**src/rtl/ir_map_pkg.sv**
```systemverilog
package ir_map_pkg;
  localparam int CODE_W = 32;
  localparam int MAG_W  = 4;
  localparam logic [CODE_W-1:0] STICK_MASK = 32'hFC00_00FF;
  localparam logic [CODE_W-1:0] STICK_PAT  = 32'h6800_00B7;
  localparam logic [CODE_W-1:0] TOGGLE_CODE = 32'h2991_15B7;
  localparam logic [CODE_W-1:0] KEY_DOWN  = 32'h2895_15B7;
  localparam logic [CODE_W-1:0] KEY_UP    = 32'h2AA5_15B7;
  localparam logic [CODE_W-1:0] KEY_RIGHT = 32'h2BA5_15B7;
  localparam logic [CODE_W-1:0] KEY_LEFT  = 32'h29A5_15B7;
  localparam int X_BYTE_LSB = 16;
  localparam int X_SIGN_BIT = 25;
  localparam int BTN_L_BIT  = 16;
  localparam int BTN_R_BIT  = 18;
endpackage

```
**src/rtl/irmap_axis.sv**
```systemverilog
module irmap_axis #(
  parameter int AXIS_W = 8
) (
  input  logic [7:0]               byte_i,
  input  logic                     sign_i,
  output logic signed [AXIS_W-1:0] val_o
);
  localparam int EXT_W = AXIS_W - ir_map_pkg::MAG_W;
  logic [ir_map_pkg::MAG_W-1:0] mag;
  // bits 3..6 of the byte carry weights 8,4,2,1
  assign mag   = {byte_i[3], byte_i[4], byte_i[5], byte_i[6]};
  assign val_o = {{EXT_W{sign_i}}, mag};
endmodule

```
**src/rtl/irmap_steer.sv**
```systemverilog
module irmap_steer #(
  parameter int AXIS_W = 8
) (
  input  logic signed [AXIS_W-1:0] dx_i,
  input  logic signed [AXIS_W-1:0] dy_i,
  output logic                     both_nz_o,
  output logic [31:0]              arrow_o
);
  import ir_map_pkg::*;
  logic [AXIS_W-1:0] ax, ay;
  assign ax = dx_i[AXIS_W-1] ? AXIS_W'(-dx_i) : AXIS_W'(dx_i);
  assign ay = dy_i[AXIS_W-1] ? AXIS_W'(-dy_i) : AXIS_W'(dy_i);
  assign both_nz_o = (dx_i != '0) && (dy_i != '0);
  always_comb begin
    if (ay > ax) arrow_o = dy_i[AXIS_W-1] ? KEY_UP : KEY_DOWN;
    else         arrow_o = dx_i[AXIS_W-1] ? KEY_LEFT : KEY_RIGHT;
  end
endmodule

```
**src/rtl/irmap_mode.sv**
```systemverilog
module irmap_mode (
  input  logic        clk_i,
  input  logic        rst_ni,
  input  logic        valid_i,
  input  logic [31:0] code_i,
  output logic        kbd_o
);
  always_ff @(posedge clk_i or negedge rst_ni) begin
    if (!rst_ni) kbd_o <= 1'b0;
    else if (valid_i && code_i == ir_map_pkg::TOGGLE_CODE) kbd_o <= ~kbd_o;
  end
endmodule

```
**src/rtl/ir_ptr_mapper.sv**
```systemverilog
module ir_ptr_mapper
  import ir_map_pkg::*;
#(
  parameter int AXIS_W = 8
) (
  input  logic                     clk_i,
  input  logic                     rst_ni,
  input  logic                     code_valid_i,
  input  logic [CODE_W-1:0]        code_i,
  output logic                     key_valid_o,
  output logic [CODE_W-1:0]        key_code_o,
  output logic                     ptr_valid_o,
  output logic signed [AXIS_W-1:0] ptr_dx_o,
  output logic signed [AXIS_W-1:0] ptr_dy_o,
  output logic                     btn_left_o,
  output logic                     btn_right_o
);
  localparam int N_AXES = 2;

  logic signed [AXIS_W-1:0] axis_val [N_AXES];
  logic kbd_mode, is_stick, both_nz;
  logic [CODE_W-1:0] arrow_code, next_code;

  // axis 0 = X, axis 1 = Y (one byte and one sign bit lower)
  for (genvar a = 0; a < N_AXES; a++) begin : g_axis
    irmap_axis #(.AXIS_W(AXIS_W)) u_axis (
      .byte_i (code_i[X_BYTE_LSB - 8*a +: 8]),
      .sign_i (code_i[X_SIGN_BIT - a]),
      .val_o  (axis_val[a])
    );
  end

  irmap_steer #(.AXIS_W(AXIS_W)) u_steer (
    .dx_i      (axis_val[0]),
    .dy_i      (axis_val[1]),
    .both_nz_o (both_nz),
    .arrow_o   (arrow_code)
  );

  irmap_mode u_mode (
    .clk_i   (clk_i),
    .rst_ni  (rst_ni),
    .valid_i (code_valid_i),
    .code_i  (code_i),
    .kbd_o   (kbd_mode)
  );

  assign is_stick  = (code_i & STICK_MASK) == STICK_PAT;
  assign next_code = (is_stick && kbd_mode && both_nz) ? arrow_code : code_i;

  always_ff @(posedge clk_i or negedge rst_ni) begin
    if (!rst_ni) begin
      key_valid_o <= 1'b0;
      key_code_o  <= '0;
      ptr_valid_o <= 1'b0;
      ptr_dx_o    <= '0;
      ptr_dy_o    <= '0;
      btn_left_o  <= 1'b0;
      btn_right_o <= 1'b0;
    end else begin
      key_valid_o <= code_valid_i;
      ptr_valid_o <= code_valid_i && is_stick && !kbd_mode;
      if (code_valid_i) begin
        key_code_o <= next_code;
        if (is_stick && !kbd_mode) begin
          ptr_dx_o    <= axis_val[0];
          ptr_dy_o    <= axis_val[1];
          btn_left_o  <= code_i[BTN_L_BIT];
          btn_right_o <= code_i[BTN_R_BIT];
        end
      end
    end
  end
endmodule

```
**config.mk**
```make
export PLATFORM = sky130hd
export DESIGN_NAME = ir_ptr_mapper
export DESIGN_NICKNAME = d
export VERILOG_FILES = /design/src/rtl/ir_map_pkg.sv /design/src/rtl/irmap_axis.sv /design/src/rtl/irmap_steer.sv /design/src/rtl/irmap_mode.sv /design/src/rtl/ir_ptr_mapper.sv
export SDC_FILE = /design/constraint.sdc
export NUM_CORES = 1
export LEC_CHECK = 0
export ABC_AREA = 1
export CAP_MARGIN = 10
export CORE_MARGIN = 2
export CORE_UTILIZATION = 40
export DETAILED_ROUTE_END_ITERATION = 7
export PLACE_DENSITY = 0.83
export SLEW_MARGIN = 15
export SYNTH_ARGS = -nofsm -noshare
export SYNTH_HDL_FRONTEND = slang
export SYNTH_SLANG_ARGS = --single-unit
```
**constraint.sdc**
```tcl
create_clock -name clk_i -period 0.9 [get_ports clk_i]
set_input_delay 0.135 -clock clk_i [delete_from_list [all_inputs] [get_ports clk_i]]
set_output_delay 0.135 -clock clk_i [all_outputs]
set_load 0.05 [all_outputs]
```
Yosys cells after proc, flatten, opt, wreduce, memory -nomap -nowiden. Cells that the tools add are included.

Input port bits: 35. Register bits: 47.

Bitwise logic cells: 1. Eq/ne operators: 2. Reductions and logical operators: 11. Mux-type cells: 6. Magnitude comparators: 1. Add/sub/neg operators: 2.

Operators with widths (count): $mux W32 (2); $mux W26 (2); $eq A32 B30 Y1 const B (1); $mux W8 (2); $neg A5 Y8 (2); $reduce_bool A8 Y1 (2); $eq A14 B13 Y1 const B (1); $gt A8 B8 Y1 (1); $logic_and A1 B1 Y1 (7); $reduce_and A2 Y1 (1); $logic_not A1 Y1 (1); $not A1 Y1 (1).

Logic depth before layout (Yosys ltp). Gate-level depths: netlist of the first run.

Word-level depth: 5. Gate-level depth with buffers: 17.

Modules after synthesis. A second synthesis of the first run with hierarchy kept.

Cell total of the unflattened synthesis: 526. Area total of the unflattened synthesis: 3756.1 um^2.

By module, submodules not included: ir_ptr_mapper (sequential area each 1301.2 um^2, instances 1, area an instance 2606.2 um^2, cells each 335); irmap_steer (sequential area each 0.0 um^2, instances 1, area an instance 809.5 um^2, cells each 126); irmap_mode (sequential area each 25.0 um^2, instances 1, area an instance 220.2 um^2, cells each 49); irmap_axis (sequential area each 0.0 um^2, instances 2, area an instance 60.1 um^2, cells each 8).

Worst setup path after synthesis of the first run. OpenSTA, ideal clock, no wires.

Kind: input to register. Start point: input code_i[14]. End point: register key_code_o[21]. Path slack: -0.808 ns. Required time: 0.783 ns. Stages: 17. Path buffers: 0. Data arrival time: 1.591 ns. Setup time: 0.117 ns. Cell sequence: inv_1 -> ha_1 -> inv_1 -> nor2_1 -> o22ai_1 -> ha_1 -> nand2_1 -> inv_1 -> nand2_1 -> nand2_1 -> nand2_1 -> nand2_1 -> nand2_1 -> nand2_1 -> nand2_2 -> o21ai_1 -> inv_1.

Word-level cells in the longest chain between the ends: 5. Elaborated cells on any way between the ends: 8.

RTL lines: from (decl) (line ir_ptr_mapper.sv:9) `input logic [CODE_W-1:0] code_i,`; $neg A5 Y8 (line irmap_steer.sv:12) `assign ay = dy_i[AXIS_W-1] ? AXIS_W'(-dy_i) : AXIS_W'(dy_i);`; $mux W8 (line irmap_steer.sv:12); $gt A8 B8 Y1 (line irmap_steer.sv:15) `if (ay > ax) arrow_o = dy_i[AXIS_W-1] ? KEY_UP : KEY_DOWN;`; $mux W32 (line irmap_steer.sv:15); $mux W32 * (line ir_ptr_mapper.sv:49) `assign next_code = (is_stick && kbd_mode && both_nz) ? arrow_code : code_i;`; to (signal assigned) (line ir_ptr_mapper.sv:64) `key_code_o <= next_code;`; to (decl) (line ir_ptr_mapper.sv:11) `output logic [CODE_W-1:0] key_code_o,`.

Mark *: on every way between the ends. The rest lies on a longest branch, timed or not. A chain may end at the register's enable or synchronous reset.

Worst setup path in the final report of the first run.
Start point: input code_i[13]. End point: register key_code_o[21].

Same word-level chain as after synthesis.

==> impl_metrics.csv, run 1 <==
group,metric,value,unit
logic_synthesis,syn_inst,283,
logic_synthesis,synth.distinct_cells,30,
grt,grt_start_max_net_pins,48,
grt,grt_use_total,30.2,%
power_and_ir_drop,p_leak,2.50,nW
placed_design,place_hpwl,5.32,mm
final_layout,fin_nets,507,
logic_synthesis,ys_ff_latch,47,
logic_synthesis,yosysSeqAreaShare,48.8,%
hold_path,min_path_cells,3,
drt,routed_wl,12.2,mm
clock_network,clockBufferDepth,2,
setup_path,crit_top_cell,"nand2_2",
final_layout,drive_gt1_share,60.9,%
grt,grt_use_met1,34.1,%
setup_path,crit_fanout,4,
floorplan,coreArea,0.00589,mm^2
placed_design,place.gp.congestion,0.892,
clock_network,cts.clk_slew.worst_paths,0.10,ns
status,status,"complete, but fails checks",
power_and_ir_drop,peakVddDrop,1000,uV
power_and_ir_drop,powerDensity,1170,mW/mm^2
floorplan,start_util,41.0,%
drt,drt_iter0_drc,232,
drt,vias,3041,
final_layout,final_common_cell,"buf_4",
timing,rsz0062_at_grt,"true",
final_layout,antennaDiodeCount,0,
timing,drv_slew,0,
setup_path,cp_data_required_time,1.10,ns
setup_path,cp.arrival,2.11,ns
timing,finalHoldViolCount,0,
setup_path,crit_family,"simple AND/OR/NAND/NOR gates",
floorplan,die_x,81.6,um
floorplan,rows,28,
logic_synthesis,syn_avg_cell_area,8.52,um^2
setup_path,timing.reg2reg.setup_slack,-0.44,ns
setup_path,path_cells,"buf_8, clkinvlp_4, ha_4, o21ai_2, o22ai_2, ha_1, nand2_1, inv_2, nand2_2, nand2_2, nand2_1, nand2_1, nand2_2, nand2_2, nand2_2, o21ai_1, inv_1",
grt,grt_overflow,0,
clock_network,cts.sinks,47,
hold_path,hp-class,"primary input to register",
timing,clock_skew,0.00916,ns
drt,drc,0,
setup_path,r2r_end,"key_code_o[21]$_DFFE_PN0P_",
final_layout,fillerInstances,238,
drt,ant_nets,0,
clock_network,cts-root-buf,"clkbuf_8",
timing,max_freq,525,MHz
setup_path,critPathSlowestCell,"ha_1",
setup_path,critical_path_class,"primary input to register",
clock_network,htreeDepth,2,
final_layout,area_delta_synth_final,117,%
grt,grt_use_met2,53.6,%
setup_path,cpPeakStageDelay,0.29,ns
grt,busiest_layer,"met2",
clock_network,cts_buffers,5,
floorplan,ios,87,
timing,fin_crit_sh,212,%
final_layout,layout_common_cells,"buf_4, nand2_1, buf_12",
drt,viasPerCell,5.65,
grt,grt_pass1_vias,2874,
timing,period_needed,1.90,ns
clock_network,worstSkewPairLatency,0.32,ns
setup_path,cp-start-kind,"primary input",
final_layout,final_util,88.7,%
placed_design,portBuffers,86,
drt,dr.pass1.iters,5,
setup_path,critical_path_buf_inv_count,4,
clock_network,cts_tree,"built",
grt,grt_util_met3,6.37,%
setup_path,worst_setup_path_end_kind,"register",
hold_path,hold_start,"code_i[26]",
logic_synthesis,yosysWarnings,0,
timing,setup_viol,86,
floorplan,dieArea,0.00666,mm^2
setup_path,rr_startpoint,"u_mode.kbd_o$_DFFE_PN0P_",
placed_design,dpl_worst_slack,-1.44,ns
grt,antenna_found_initial,0,
setup_path,rr_worst_depth,7,
status,violations,"negative setup slack",
floorplan,fp.dieH,81.6,um
logic_synthesis,synth_area,0.00241,mm^2
run,maxCapViolCount,0,
drt,routedWlPerCell,22.6,um
timing,worst_slack,-1.00,ns
hold_path,min_to,"key_code_o[26]$_DFFE_PN0P_",
grt,grt_pass1_wl,14.9,mm
where the power goes:
group | switching [mW] | leakage (nW) | internal, mW
logic | 1.25 | 1.88 | 1.10
clock network | 0.806 | 0.0412 | 0.546
registers | 0.161 | 0.574 | 2.24
total | 2.22 | 2.50 | 3.89
flip-flops by register name, indices dropped and copies added (netlist names):
signal / flops
ptr_dx_o: 5
key_code_o: 32
btn_left_o: 1
u_mode.kbd_o: 1
ptr_dy_o: 5
key_valid_o: 1
btn_right_o: 1
ptr_valid_o: 1
worst min-delay path, cell delays in order:
cell	delay [ns]
buf_2	0.11
nand2_1	0.05
nand2_1	0.05
layer usage:
| metal | vias to the layer above | share of wire [%] |
|---|---|---|
| li1 | 1254 | - |
| met1 | 1494 | 36 |
| met2 | 225 | 51 |
| met3 | 68 | 7.6 |
| met4 | 0 | 5.7 |
| met5 | - | 0 |
synthesized netlist by cell type:
cell type	instances	area share (%)
o21ai_1	3	0.62
nor2_2	1	0.26
o31ai_1	6	1.9
ha_1	10	5.2
clkbuf_1	3	0.47
o21ai_2	11	4.0
inv_2	1	0.16
nand3_1	5	1.0
buf_6	2	0.93
nand3_2	4	1.7
dfrtp_1	47	49
nor3_1	1	0.21
nor2_1	24	3.7
nand2_1	84	13
nand2_2	4	1.0
a21oi_1	11	2.3
xor2_1	3	1.1
nor4_1	2	0.52
nor3b_1	1	0.31
buf_4	7	2.2
inv_1	26	4.0
or2_2	1	0.26
o21ai_0	10	2.1
o22ai_1	2	0.52
conb_1	2	0.31
nand4_1	3	0.78
buf_2	4	0.83
a31oi_1	3	0.78
nor3_4	1	0.67
a21o_1	1	0.31
timing repair:
action | 4_1_cts | 5_1_grt
gates resized for setup | 175 | 67
endpoints found under the setup margin | 98 | 96
pin swaps | 35 | 33
hold buffers | 1 | 0
cloned | 3 | 1
hold endpoints to repair | 47 | 0
buffers inserted | 33 | 37
layout make-up:
cell class	count	area (um^2)	share of cell area [%]
Tap cell	75	93.8	1.80
Inverter	27	158	3.02
Timing Repair Buffer	184	2220	42.4
Clock buffer	6	72.6	1.39
Clock inverter	2	12.5	0.240
Multi-Input combinational cell	197	1490	28.5
Sequential cell	47	1180	22.7
per-stage QoR:
stage                     total power, mW  cells  area (um^2)  hold slack, ns  setup TNS [ns]
after floorplan                      3.18    287         2530          -0.161           -7.86
after detailed placement             4.24    465         4150           0.136          -39.40
final                                6.11    538         5220          0.0491          -21.00
after global placement               4.19    465         4150           0.132          -37.39
after global routing                 6.26    538         5220          0.0695          -22.88
after CTS                            5.66    509         4770          0.0496          -16.57
cells by family (layout without fill, tap and decap cells):
group / after synthesis / after routing / synth area share [%]
buffers and inverters: 43 / 219 / 8.61
xor gates and xnor gates: 3 / 3 / 1.09
DFF: 47 / 47 / 48.8
and+or+nand+nor: 131 / 131 / 23.6
AOI/OAI and AO/OA: 47 / 47 / 12.5
other: 2 / 6 / 0.311
adders and majority gates: 10 / 10 / 5.19
worst max-delay path by stage:
stage	start	end	slack, ns	cells after the start
3_3_place_gp	code_i[13]	key_code_o[21]$_DFFE_PN0P_	-1.32	17
2_1_floorplan	code_i[14]	key_code_o[21]$_DFFE_PN0P_	-0.71	16
5_1_grt	code_i[13]	key_code_o[21]$_DFFE_PN0P_	-1.05	17
6_report	code_i[13]	key_code_o[21]$_DFFE_PN0P_	-1.00	17
4_1_cts	code_i[12]	key_code_o[21]$_DFFE_PN0P_	-0.65	16
3_5_place_dp	code_i[13]	key_code_o[21]$_DFFE_PN0P_	-1.44	17
(Power assumes the default switching activity.)
==> run 2: changes to the inputs <==
--- a/config.mk
+++ b/config.mk
@@ -10,6 +10,7 @@
 export CORE_MARGIN = 2
 export CORE_UTILIZATION = 40
 export DETAILED_ROUTE_END_ITERATION = 7
+export MAX_ROUTING_LAYER = met4
 export PLACE_DENSITY = 0.83
 export SLEW_MARGIN = 15
 export SYNTH_ARGS = -nofsm -noshare
==> impl_metrics.csv, run 2 (synthesis results as in run 1) <==
group,metric,value,unit
floorplan,dieArea,0.00666,mm^2
setup_path,cp.arrival,2.10,ns
power_and_ir_drop,power,6.12,mW
placed_design,place_area,0.00415,mm^2
clock_network,cts.clk_slew.worst_paths,0.10,ns
drt,viasPerCell,5.80,
grt,antenna_found_initial,0,
status,violations,"negative setup slack",
setup_path,rr_startpoint,"u_mode.kbd_o$_DFFE_PN0P_",
grt,grt_use_met1,34.3,%
hold_path,hold_start,"code_i[26]",
timing,clock_skew,0.00884,ns
timing,max_freq,530,MHz
grt,grt_use_met2,53.3,%
grt,grt_pass1_wl,14.9,mm
hold_path,hp-class,"primary input to register",
timing,drv_slew,0,
final_layout,area_delta_synth_final,117,%
setup_path,cp_data_required_time,1.11,ns
drt,ant_nets,0,
clock_network,worstSkewPairLatency,0.32,ns
clock_network,clockBufferDepth,2,
floorplan,ios,87,
final_layout,antennaDiodeCount,0,
final_layout,fillerInstances,238,
final_layout,final_area,0.00522,mm^2
power_and_ir_drop,powerDensity,1170,mW/mm^2
floorplan,die_x,81.6,um
setup_path,crit_fanout,4,
setup_path,path_cells,"buf_8, clkinvlp_4, ha_4, o21ai_2, o22ai_2, ha_1, nand2_1, inv_2, nand2_2, nand2_2, nand2_1, nand2_1, nand2_2, nand2_2, nand2_2, o21ai_1, inv_1",
final_layout,drive_gt1_share,60.9,%
clock_network,cts_buffers,5,
placed_design,place_hpwl,5.32,mm
power_and_ir_drop,p_leak,2.50,nW
floorplan,coreArea,0.00589,mm^2
hold_path,min_path_cells,3,
setup_path,worst_setup_path_end_kind,"register",
final_layout,largest_reg_flops,32,
setup_path,r2r_end,"key_code_o[21]$_DFFE_PN0P_",
timing,setup_viol,86,
status,status,"complete, but fails checks",
grt,grt_util_met3,6.04,%
timing,period_needed,1.89,ns
power_and_ir_drop,peakVddDrop,1000,uV
drt,dr.pass1.iters,6,
run,maxCapViolCount,0,
clock_network,cts_tree,"built",
timing,rsz0062_at_grt,"true",
drt,vias,3119,
drt,routed_wl,12.3,mm
timing,finalHoldViolCount,0,
final_layout,layout_common_cells,"buf_4, nand2_1, buf_12",
setup_path,critPathSlowestCell,"ha_1",
timing,whs,0.0474,ns
timing,worst_slack,-0.987,ns
grt,grt_start_max_net_pins,48,
setup_path,rr_worst_depth,7,
grt,grt_pass1_vias,2884,
setup_path,cpPeakStageDelay,0.29,ns
final_layout,final_common_cell,"buf_4",
setup_path,critical_path_class,"primary input to register",
final_layout,top_register,"key_code_o",
grt,busiest_layer,"met2",
placed_design,place.gp.congestion,0.907,
final_layout,fin_nets,507,
floorplan,rows,28,
clock_network,htreeDepth,2,
setup_path,cp-start-kind,"primary input",
final_layout,top_regs,"key_code_o: 32 flops, ptr_dx_o: 5 flops, ptr_dy_o: 5 flops",
grt,grt_overflow,0,
floorplan,fp.dieH,81.6,um
placed_design,portBuffers,86,
floorplan,start_util,41.0,%
timing,setup-tns-final,-20.98,ns
hold_path,min_to,"key_code_o[26]$_DFFE_PN0P_",
drt,routedWlPerCell,22.8,um
setup_path,timing.reg2reg.setup_slack,-0.43,ns
drt,drt_iter0_drc,219,
timing,fin_crit_sh,210,%
clock_network,cts-root-buf,"clkbuf_8",
setup_path,crit_top_cell,"nand2_2",
clock_network,cts.sinks,47,
grt,grt_use_total,31.1,%
drt,drc,0,
run 2: layout make-up:
type                            instances  area [um^2]  area share (%)
Timing Repair Buffer                  184         2220            42.4
Multi-Input combinational cell        197         1490            28.5
Sequential cell                        47         1180            22.7
Inverter                               27          158            3.02
Tap cell                               75         93.8            1.80
Clock buffer                            6         72.6            1.39
Clock inverter                          2         12.5           0.240
run 2: worst max-delay path: cells and delay by family:
kind | cells | cell delay, ns
fa+ha+maj | 2 | 0.51
simple gates | 8 | 0.55
compound gates | 3 | 0.48
buf+inv | 4 | 0.39
run 2: where the power goes:
part / total, mW / switching (mW) / internal [mW] / leakage, nW
Combinational: 2.36 / 1.26 / 1.10 / 1.88
Clock: 1.36 / 0.815 / 0.546 / 0.0412
Sequential: 2.40 / 0.160 / 2.24 / 0.574
Total: 6.12 / 2.23 / 3.89 / 2.50
run 2: metal layers:
layer | vias to the layer above | share of wire (%)
met5 | - | 0
met4 | 0 | 5.7
met3 | 81 | 8.5
met2 | 268 | 51
met1 | 1513 | 35
li1 | 1257 | -
run 2: worst max path at each step:
| stage | cells after the start | slack (ns) | from | to |
|---|---|---|---|---|
| 2_1_floorplan | 16 | -0.71 | code_i[14] | key_code_o[21]$_DFFE_PN0P_ |
| 3_3_place_gp | 17 | -1.32 | code_i[13] | key_code_o[21]$_DFFE_PN0P_ |
| 6_report | 17 | -0.99 | code_i[13] | key_code_o[21]$_DFFE_PN0P_ |
| 3_5_place_dp | 17 | -1.44 | code_i[13] | key_code_o[21]$_DFFE_PN0P_ |
| 4_1_cts | 16 | -0.65 | code_i[12] | key_code_o[21]$_DFFE_PN0P_ |
| 5_1_grt | 17 | -1.05 | code_i[13] | key_code_o[21]$_DFFE_PN0P_ |
run 2: repair_timing:
item / 4_1_cts / 5_1_grt
resized for setup: 175 / 67
cloned: 3 / 1
hold endpoints to repair: 47 / 0
pin swaps: 35 / 33
setup endpoints to repair: 98 / 96
buffers inserted: 33 / 37
hold buffers: 1 / 0
run 2: through the flow:
stage,worst slack (ns),util [%],cells
after floorplan,-0.708,-,287
after global placement,-1.32,70.4,465
after detailed placement,-1.44,70.4,465
after CTS,-0.650,81.0,509
after global routing,-1.05,88.7,538
final,-0.987,88.7,538
